==> src/rtl/ptp_tt_pkg.sv <==
package ptp_tt_pkg;

    typedef enum logic [1:0] {
        CH_OFF      = 2'd0,
        CH_TT       = 2'd1,
        CH_CLK_WAIT = 2'd2,
        CH_CLK_RUN  = 2'd3
    } ch_mode_e;

    // Half period qualifies for autonomous clock output
    function automatic logic clk_mode_ok(
        input logic [31:0] half,
        input logic [31:0] hmax,
        input logic [31:0] fix0,
        input logic [31:0] fix1,
        input logic [31:0] fix2
    );
        return (half <= hmax) || (half == fix0) || (half == fix1) || (half == fix2);
    endfunction

endpackage

==> src/rtl/ptp_tt_cmp.sv <==
module ptp_tt_cmp #(
    parameter int SEC_W = 32,
    parameter int NS_W  = 30
) (
    input  logic [SEC_W-1:0] now_sec,
    input  logic [NS_W-1:0]  now_ns,
    input  logic [SEC_W-1:0] ref_sec,
    input  logic [NS_W-1:0]  ref_ns,
    output logic             reached
);
    logic sec_gt;
    logic sec_eq;
    logic ns_ge;

    always_comb begin
        sec_gt  = now_sec > ref_sec;
        sec_eq  = now_sec == ref_sec;
        ns_ge   = now_ns >= ref_ns;
        reached = sec_gt || (sec_eq && ns_ge);
    end
endmodule

==> src/rtl/ptp_tt_step.sv <==
module ptp_tt_step #(
    parameter int SEC_W      = 32,
    parameter int NS_W       = 30,
    parameter int NS_PER_SEC = 1000000000
) (
    input  logic [SEC_W-1:0] in_sec,
    input  logic [NS_W-1:0]  in_ns,
    input  logic [NS_W-1:0]  add_ns,
    output logic [SEC_W-1:0] out_sec,
    output logic [NS_W-1:0]  out_ns
);
    localparam logic [NS_W:0] WRAP = (NS_W+1)'(NS_PER_SEC);

    logic [NS_W:0] sum;

    always_comb begin
        sum = {1'b0, in_ns} + {1'b0, add_ns};
        if (sum >= WRAP) begin
            out_ns  = NS_W'(sum - WRAP);
            out_sec = in_sec + SEC_W'(1);
        end else begin
            out_ns  = NS_W'(sum);
            out_sec = in_sec;
        end
    end
endmodule

==> src/rtl/ptp_tt_chan.sv <==
module ptp_tt_chan
    import ptp_tt_pkg::*;
#(
    parameter int SEC_W        = 32,
    parameter int NS_W         = 30,
    parameter int NS_PER_SEC   = 1000000000,
    parameter int MIN_HALF     = 8,
    parameter int CLK_MAX_HALF = 70000000,
    parameter int CLK_FIX0     = 125000000,
    parameter int CLK_FIX1     = 250000000,
    parameter int CLK_FIX2     = 500000000
) (
    input  logic             clk,
    input  logic             rst_n,
    input  logic [SEC_W-1:0] tod_sec,
    input  logic [NS_W-1:0]  tod_ns,
    input  logic             cfg_wr,
    input  logic             cfg_on,
    input  logic [SEC_W-1:0] cfg_sec,
    input  logic [NS_W-1:0]  cfg_ns,
    input  logic [NS_W-1:0]  cfg_half,
    output logic             fire_o,
    output logic             pin_o,
    output logic             armed_o,
    output logic             clk_on_o
);
    localparam logic [31:0] MIN_H = 32'(MIN_HALF);
    localparam logic [31:0] MAX_H = 32'(CLK_MAX_HALF);
    localparam logic [31:0] FIX_0 = 32'(CLK_FIX0);
    localparam logic [31:0] FIX_1 = 32'(CLK_FIX1);
    localparam logic [31:0] FIX_2 = 32'(CLK_FIX2);

    typedef struct packed {
        ch_mode_e         mode;
        logic [SEC_W-1:0] edge_sec;
        logic [NS_W-1:0]  edge_ns;
        logic [NS_W-1:0]  half;
        logic             pin;
    } ch_state_t;

    ch_state_t s_d, s_q;

    logic             due;
    logic [SEC_W-1:0] nxt_sec;
    logic [NS_W-1:0]  nxt_ns;
    logic             half_ok;
    logic             want_clk;
    logic             fire;

    ptp_tt_cmp #(.SEC_W(SEC_W), .NS_W(NS_W)) u_cmp (
        .now_sec (tod_sec),
        .now_ns  (tod_ns),
        .ref_sec (s_q.edge_sec),
        .ref_ns  (s_q.edge_ns),
        .reached (due)
    );

    ptp_tt_step #(.SEC_W(SEC_W), .NS_W(NS_W), .NS_PER_SEC(NS_PER_SEC)) u_step (
        .in_sec  (s_q.edge_sec),
        .in_ns   (s_q.edge_ns),
        .add_ns  (s_q.half),
        .out_sec (nxt_sec),
        .out_ns  (nxt_ns)
    );

    always_comb begin
        s_d      = s_q;
        fire     = 1'b0;
        half_ok  = 32'(cfg_half) >= MIN_H;
        want_clk = clk_mode_ok(32'(cfg_half), MAX_H, FIX_0, FIX_1, FIX_2);
        if (cfg_wr) begin
            // reconfiguration drops both modes and the pending start first
            s_d.mode = CH_OFF;
            if (cfg_on && half_ok) begin
                s_d.edge_sec = cfg_sec;
                s_d.edge_ns  = cfg_ns;
                s_d.half     = cfg_half;
                s_d.mode     = want_clk ? CH_CLK_WAIT : CH_TT;
            end
        end else begin
            unique case (s_q.mode)
                CH_TT: begin
                    if (due) begin
                        s_d.pin  = ~s_q.pin;
                        s_d.mode = CH_OFF;
                        fire     = 1'b1;
                    end
                end
                CH_CLK_WAIT, CH_CLK_RUN: begin
                    if (due) begin
                        s_d.pin      = ~s_q.pin;
                        s_d.edge_sec = nxt_sec;
                        s_d.edge_ns  = nxt_ns;
                        s_d.mode     = CH_CLK_RUN;
                    end
                end
                default: ;
            endcase
        end
    end

    always_ff @(posedge clk) begin
        if (!rst_n) begin
            s_q <= '{mode: CH_OFF, edge_sec: '0, edge_ns: '0, half: '0, pin: 1'b0};
        end else begin
            s_q <= s_d;
        end
    end

    assign fire_o   = fire;
    assign pin_o    = s_q.pin;
    assign armed_o  = s_q.mode == CH_TT;
    assign clk_on_o = (s_q.mode == CH_CLK_WAIT) || (s_q.mode == CH_CLK_RUN);

    AST_FIRE_DISARMS: assert property (@(posedge clk) disable iff (!rst_n)
        fire_o |=> !armed_o && (pin_o != $past(pin_o)));
    AST_OFF_PIN_HOLDS: assert property (@(posedge clk) disable iff (!rst_n)
        (!armed_o && !clk_on_o && !cfg_wr) |=> $stable(pin_o));
    AST_SHORT_HALF_REFUSED: assert property (@(posedge clk) disable iff (!rst_n)
        (cfg_wr && (32'(cfg_half) < MIN_H)) |=> (!armed_o && !clk_on_o));
    AST_CLK_NO_CAUSE: assert property (@(posedge clk) disable iff (!rst_n)
        clk_on_o |-> !fire_o);
    AST_MODES_EXCLUSIVE: assert property (@(posedge clk) disable iff (!rst_n)
        !(armed_o && clk_on_o));
    AST_CFG_NO_TOGGLE: assert property (@(posedge clk) disable iff (!rst_n)
        cfg_wr |=> $stable(pin_o));
endmodule

==> src/rtl/ptp_tt_gen.sv <==
module ptp_tt_gen #(
    parameter int NCH          = 2,
    parameter int SEC_W        = 32,
    parameter int NS_W         = 30,
    parameter int CAUSE_W      = 8,
    parameter int CAUSE_BASE   = 3,
    parameter int NS_PER_SEC   = 1000000000,
    parameter int MIN_HALF     = 8,
    parameter int CLK_MAX_HALF = 70000000,
    parameter int CLK_FIX0     = 125000000,
    parameter int CLK_FIX1     = 250000000,
    parameter int CLK_FIX2     = 500000000
) (
    input  logic               clk,
    input  logic               rst_n,
    input  logic [SEC_W-1:0]   tod_sec,
    input  logic [NS_W-1:0]    tod_ns,
    input  logic [NCH-1:0]     cfg_wr,
    input  logic               cfg_on,
    input  logic [SEC_W-1:0]   cfg_sec,
    input  logic [NS_W-1:0]    cfg_ns,
    input  logic [NS_W-1:0]    cfg_half,
    input  logic [CAUSE_W-1:0] irq_clr,
    output logic [NCH-1:0]     pin_out,
    output logic [CAUSE_W-1:0] irq_cause,
    output logic               irq,
    output logic [NCH-1:0]     tt_armed,
    output logic [NCH-1:0]     clk_active
);
    localparam logic [CAUSE_W-1:0] CH_BITS    = CAUSE_W'((1 << NCH) - 1);
    localparam logic [CAUSE_W-1:0] CAUSE_MASK = CH_BITS << CAUSE_BASE;

    typedef struct packed {
        logic [CAUSE_W-1:0] cause;
    } top_state_t;

    top_state_t t_d, t_q;

    logic [NCH-1:0]     fire;
    logic [CAUSE_W-1:0] fire_map;

    for (genvar g = 0; g < NCH; g++) begin : g_ch
        ptp_tt_chan #(
            .SEC_W        (SEC_W),
            .NS_W         (NS_W),
            .NS_PER_SEC   (NS_PER_SEC),
            .MIN_HALF     (MIN_HALF),
            .CLK_MAX_HALF (CLK_MAX_HALF),
            .CLK_FIX0     (CLK_FIX0),
            .CLK_FIX1     (CLK_FIX1),
            .CLK_FIX2     (CLK_FIX2)
        ) u_ch (
            .clk      (clk),
            .rst_n    (rst_n),
            .tod_sec  (tod_sec),
            .tod_ns   (tod_ns),
            .cfg_wr   (cfg_wr[g]),
            .cfg_on   (cfg_on),
            .cfg_sec  (cfg_sec),
            .cfg_ns   (cfg_ns),
            .cfg_half (cfg_half),
            .fire_o   (fire[g]),
            .pin_o    (pin_out[g]),
            .armed_o  (tt_armed[g]),
            .clk_on_o (clk_active[g])
        );

        AST_FIRE_SETS_CAUSE: assert property (@(posedge clk) disable iff (!rst_n)
            fire[g] |=> irq_cause[CAUSE_BASE+g]);
    end

    always_comb begin
        fire_map = '0;
        for (int i = 0; i < NCH; i++) begin
            fire_map[CAUSE_BASE+i] = fire[i];
        end
        // a fire in the same cycle as a clear keeps the bit set
        t_d.cause = ((t_q.cause & ~irq_clr) | fire_map) & CAUSE_MASK;
    end

    always_ff @(posedge clk) begin
        if (!rst_n) begin
            t_q <= '{cause: '0};
        end else begin
            t_q <= t_d;
        end
    end

    assign irq_cause = t_q.cause;
    assign irq       = |t_q.cause;

    initial begin
        AST_CAUSE_FITS: assert (CAUSE_BASE + NCH <= CAUSE_W);
    end

    AST_CAUSE_OUTSIDE_ZERO: assert property (@(posedge clk) disable iff (!rst_n)
        (irq_cause & ~CAUSE_MASK) == '0);
    AST_CLEAR_WORKS: assert property (@(posedge clk) disable iff (!rst_n)
        (irq_clr != '0 && fire == '0) |=> ((irq_cause & $past(irq_clr)) == '0));
endmodule

==> config.mk <==
export PLATFORM = sky130hd
export DESIGN_NAME = ptp_tt_gen
export DESIGN_NICKNAME = d
export VERILOG_FILES = /design/src/rtl/ptp_tt_pkg.sv /design/src/rtl/ptp_tt_cmp.sv /design/src/rtl/ptp_tt_step.sv /design/src/rtl/ptp_tt_chan.sv /design/src/rtl/ptp_tt_gen.sv
export SDC_FILE = /design/constraint.sdc
export NUM_CORES = 1
export LEC_CHECK = 0
export ABC_CLOCK_PERIOD_IN_PS = 6210
export BUFFER_PORTS_ARGS = -buffer_cell sky130_fd_sc_hd__buf_2
export CAP_MARGIN = 5
export CORE_AREA = 2 2 143 285
export CTS_BUF_LIST = sky130_fd_sc_hd__clkbuf_4 sky130_fd_sc_hd__clkbuf_8
export CTS_CLUSTER_DIAMETER = 80
export DETAILED_ROUTE_END_ITERATION = 10
export DIE_AREA = 0 0 145 287
export SKIP_CTS_REPAIR_TIMING = 1
export SYNTH_ARGS = -nofsm -noshare
export SYNTH_HDL_FRONTEND = slang
export SYNTH_SLANG_ARGS = --single-unit
==> constraint.sdc <==
create_clock -name clk -period 6.21 [get_ports clk]
set_input_delay 1.863 -clock clk [delete_from_list [all_inputs] [get_ports clk]]
set_output_delay 1.863 -clock clk [all_outputs]
set_load 0.01 [all_outputs]
==> results.json <==
{
  "max_slew_margin": 0.116,
  "die_height_um": 287,
  "hold_viol_final": 0,
  "whs_path_depth": 2,
  "cts_sinks": 192,
  "setup_viol": 0,
  "layout-drive-gt1-share": 0.128,
  "worst-slew-pin-transition_ns": 1.29,
  "start_kind": "input port",
  "die_area_sq_mm": 0.0416,
  "switchingPower_mw": 1.27,
  "min_to": "g_ch[0].u_ch.s_q[22]",
  "yosysSeqAreaShare": 0.219,
  "r2r_start": "g_ch[1].u_ch.s_q[80]",
  "area_growth_syn_to_layout_pct": 9.38,
  "rr_worst_depth": 16,
  "grt_pass1_wl_um": 115000,
  "ir_worst_vdd_uv": 139,
  "worstSetupPathType": "input port to register",
  "rr_endpoint": "g_ch[1].u_ch.s_q[83]",
  "status": "finished, final reports clean",
  "yosys.cell_types.count": 116,
  "place.gp.congestion": 1.08,
  "crit_arrival_ns": 6.46,
  "dp_slack_ns": -0.0889,
  "p_clk_frac": 0.272,
  "first_pass_iters": 5,
  "cp_slowest_stage_delay_ns": 1.03,
  "worstPathCellList": "buf_2, ha_1, and4_1, nor4bb_1, buf_4, nand3_1, a2111oi_0, o21ai_0, a2111oi_0, a311oi_2, and2_1, nor2_1, buf_4, a31oi_4, mux2i_1, a32o_1",
  "dpl.hpwl_um": 64400,
  "vias": 19200,
  "r2r_slack_ns": 1.07,
  "place_area_sq_mm": 0.0188,
  "fin_nets": 2794,
  "synthArstFlopShare": 0,
  "antenna_found_initial": 6,
  "port_buffers": 169,
  "wirelength_um": 79400,
  "fin_util": 0.489,
  "clockRootBuffer": "clkbuf_8",
  "rsz0062_at_grt": "false",
  "finClkSkew_ns": 0.0272,
  "layout_commonest_cell": "nand2_1",
  "path_clk_slew_ns": 0.12,
  "start_util": 0.447,
  "antenna_left": 0,
  "cp-end-kind": "register",
  "routed_via_density": 6.43,
  "p_leak_nw": 7.40,
  "design_area_sq_mm": 0.0192,
  "synth_area_per_cell_sq_um": 7.50,
  "synth_edf_count": 0,
  "ys_ff_latch": 192,
  "crit_slowest_cell": "a2111oi_0",
  "yosys_warnings": 0,
  "h-tree-depth": 4,
  "p_int_mw": 1.94,
  "cp_data_required_time_ns": 6.65,
  "drc": 0,
  "cp_max_fo": 14,
  "comb_power_share": 0.306,
  "hold_slack_ns": 0.467,
  "first_global_vias": 19100,
  "io_pins": 182,
  "overflow": 0,
  "hold_path.class": "register to register",
  "timing.fmax_mhz": 166,
  "p_seq_frac": 0.422,
  "wire_per_inst_um": 26.6,
  "fp-row-count": 103,
  "tritoncts": "yes",
  "power_mw": 3.21,
  "p_per_area_mw_per_mm2": 167,
  "coreArea_sq_mm": 0.0393,
  "synth_area_sq_mm": 0.0176,
  "cts_buffer_depth": 2,
  "maxCapViolations": 0,
  "fin_ws_ns": 0.193,
  "finalCritPeriodShare": 0.969,
  "final_cell_mix": "nand2_1 (287), a21oi_1 (240), dfxtp_1 (192)",
  "swShare": 0.395,
  "dieWidth_um": 145,
  "synth_flop_cell": "dfxtp_1",
  "drt-initial-drc-count": 1304,
  "cts_made_buffers": 17,
  "fin_crit_ns": 6.02,
  "track_usage": 0.371,
  "grt_max_degree": 69,
  "fill_cells": 4098,
  "synth_cells": 2341,
  "clkLatencyLatePin_ns": 0.55,
  "worst_hold_startpoint": "g_ch[0].u_ch.s_q[22]",
  "drv_slew": 0
}
-- logic make-up after synthesis --
| logic type | count (synthesis) | synth area share |
|---|---|---|
| fa+ha+maj | 190 | 0.136 |
| simple gates | 772 | 0.213 |
| flops | 192 | 0.219 |
| mux | 15 | 0.00912 |
| buf+inv | 283 | 0.0659 |
| xor+xnor | 88 | 0.0443 |
| other cells | 1 | 0.000214 |
| compound gates | 800 | 0.312 |
-- metal layers --
| layer | track usage | vias to the layer above | share of wire |
|---|---|---|---|
| li1 | - | 8851 | - |
| met1 | 0.338 | 9054 | 0.32 |
| met2 | 0.674 | 899 | 0.50 |
| met3 | 0.0629 | 352 | 0.062 |
| met4 | 0.383 | 4 | 0.12 |
| met5 | 0 | - | 0.00034 |
-- cells in the mapped netlist (7+ instances only) --
library cell  instances  area (sq um)
o211ai_1             16           120
or3_1                12          75.1
buf_4                14           105
a21oi_1             240          1200
o21ai_1              21           105
and2_1               22           138
o22ai_1               9          56.3
nand2b_1             13          81.3
inv_1               149           559
a21boi_0              9          67.6
o21bai_1              7          52.6
a221oi_1             17           149
nand3_1              64           320
o211a_1               7          70.1
o21a_1               27           203
xnor2_1              60           526
a21o_1               52           390
mux2i_1              10           100
dfxtp_1             192          3840
o221ai_1             10          87.6
buf_2                22           110
nor2b_1              23           144
xor2_1               27           236
a22oi_1              12          90.1
a32o_1                7          70.1
nand2_1             289          1080
nor3_1               53           265
ha_1                188          2350
a311oi_1             30           263
a211oi_1             40           300
nor2_1              142           533
nor4_1               19           119
and4_1               10          87.6
clkbuf_1             89           334
o31ai_1              27           203
nand4_1              53           332
a2111oi_0             7          61.3
and3_1               22           138
or4_1                 9          67.6
o21ai_0             126           631
a31oi_1              34           213
-- metrics by stage --
step	TNS [ns]	instances
final	0	2982
after global routing	0	2978
after CTS	0	2975
after detailed placement	-0.259	2943
after global placement	0	2943
after floorplan	0	2346
-- registers in the layout, indices dropped and copies added (netlist names) --
register and cells:
irq_cause 2, g_ch.u_ch.s_q 188, g_ch.u_ch.pin_o 2
-- layout make-up --
type | instances | area (sq um) | area share
clock inverter | 14 | 146 | 0.00762
timing repair buffer | 204 | 1120 | 0.0584
sequential | 192 | 3840 | 0.200
clock buffer | 18 | 241 | 0.0126
antenna | 7 | 17.5 | 0.000912
inverter | 151 | 569 | 0.0296
tap | 525 | 657 | 0.0342
multi-input combinational | 1871 | 12600 | 0.657
-- how the worst max path moves through the flow --
stage                           end  slack (ns)        start  depth (start not counted)
2_1_floorplan  g_ch[1].u_ch.s_q[66]        1.29  tod_sec[19]                         14
3_3_place_gp   g_ch[1].u_ch.s_q[80]        0.08  tod_sec[29]                         15
3_5_place_dp   g_ch[1].u_ch.s_q[83]       -0.09  tod_sec[19]                         16
4_1_cts        g_ch[1].u_ch.s_q[83]        0.45  tod_sec[19]                         16
5_1_grt        g_ch[1].u_ch.s_q[83]        0.05  tod_sec[19]                         16
6_report       g_ch[1].u_ch.s_q[83]        0.19  tod_sec[19]                         16
-- critical path: cells and delay by family --
family	cells	cell delay, ns
compound gates	6	2.26
simple gates	5	1.24
buf+inv	3	0.57
fa+ha+maj	1	0.30
mux	1	0.22
-- power by group through the flow --
stage	clock (mW)	combinational [mW]	sequential, mW
5_1_grt	0.919	1.06	1.36
3_5_place_dp	0	0.957	1.38
4_1_cts	0.881	0.963	1.35
3_3_place_gp	0	0.940	1.38
2_1_floorplan	0	0.622	1.35
6_report	0.871	0.982	1.36
Power figures use the tool's default switching activity.
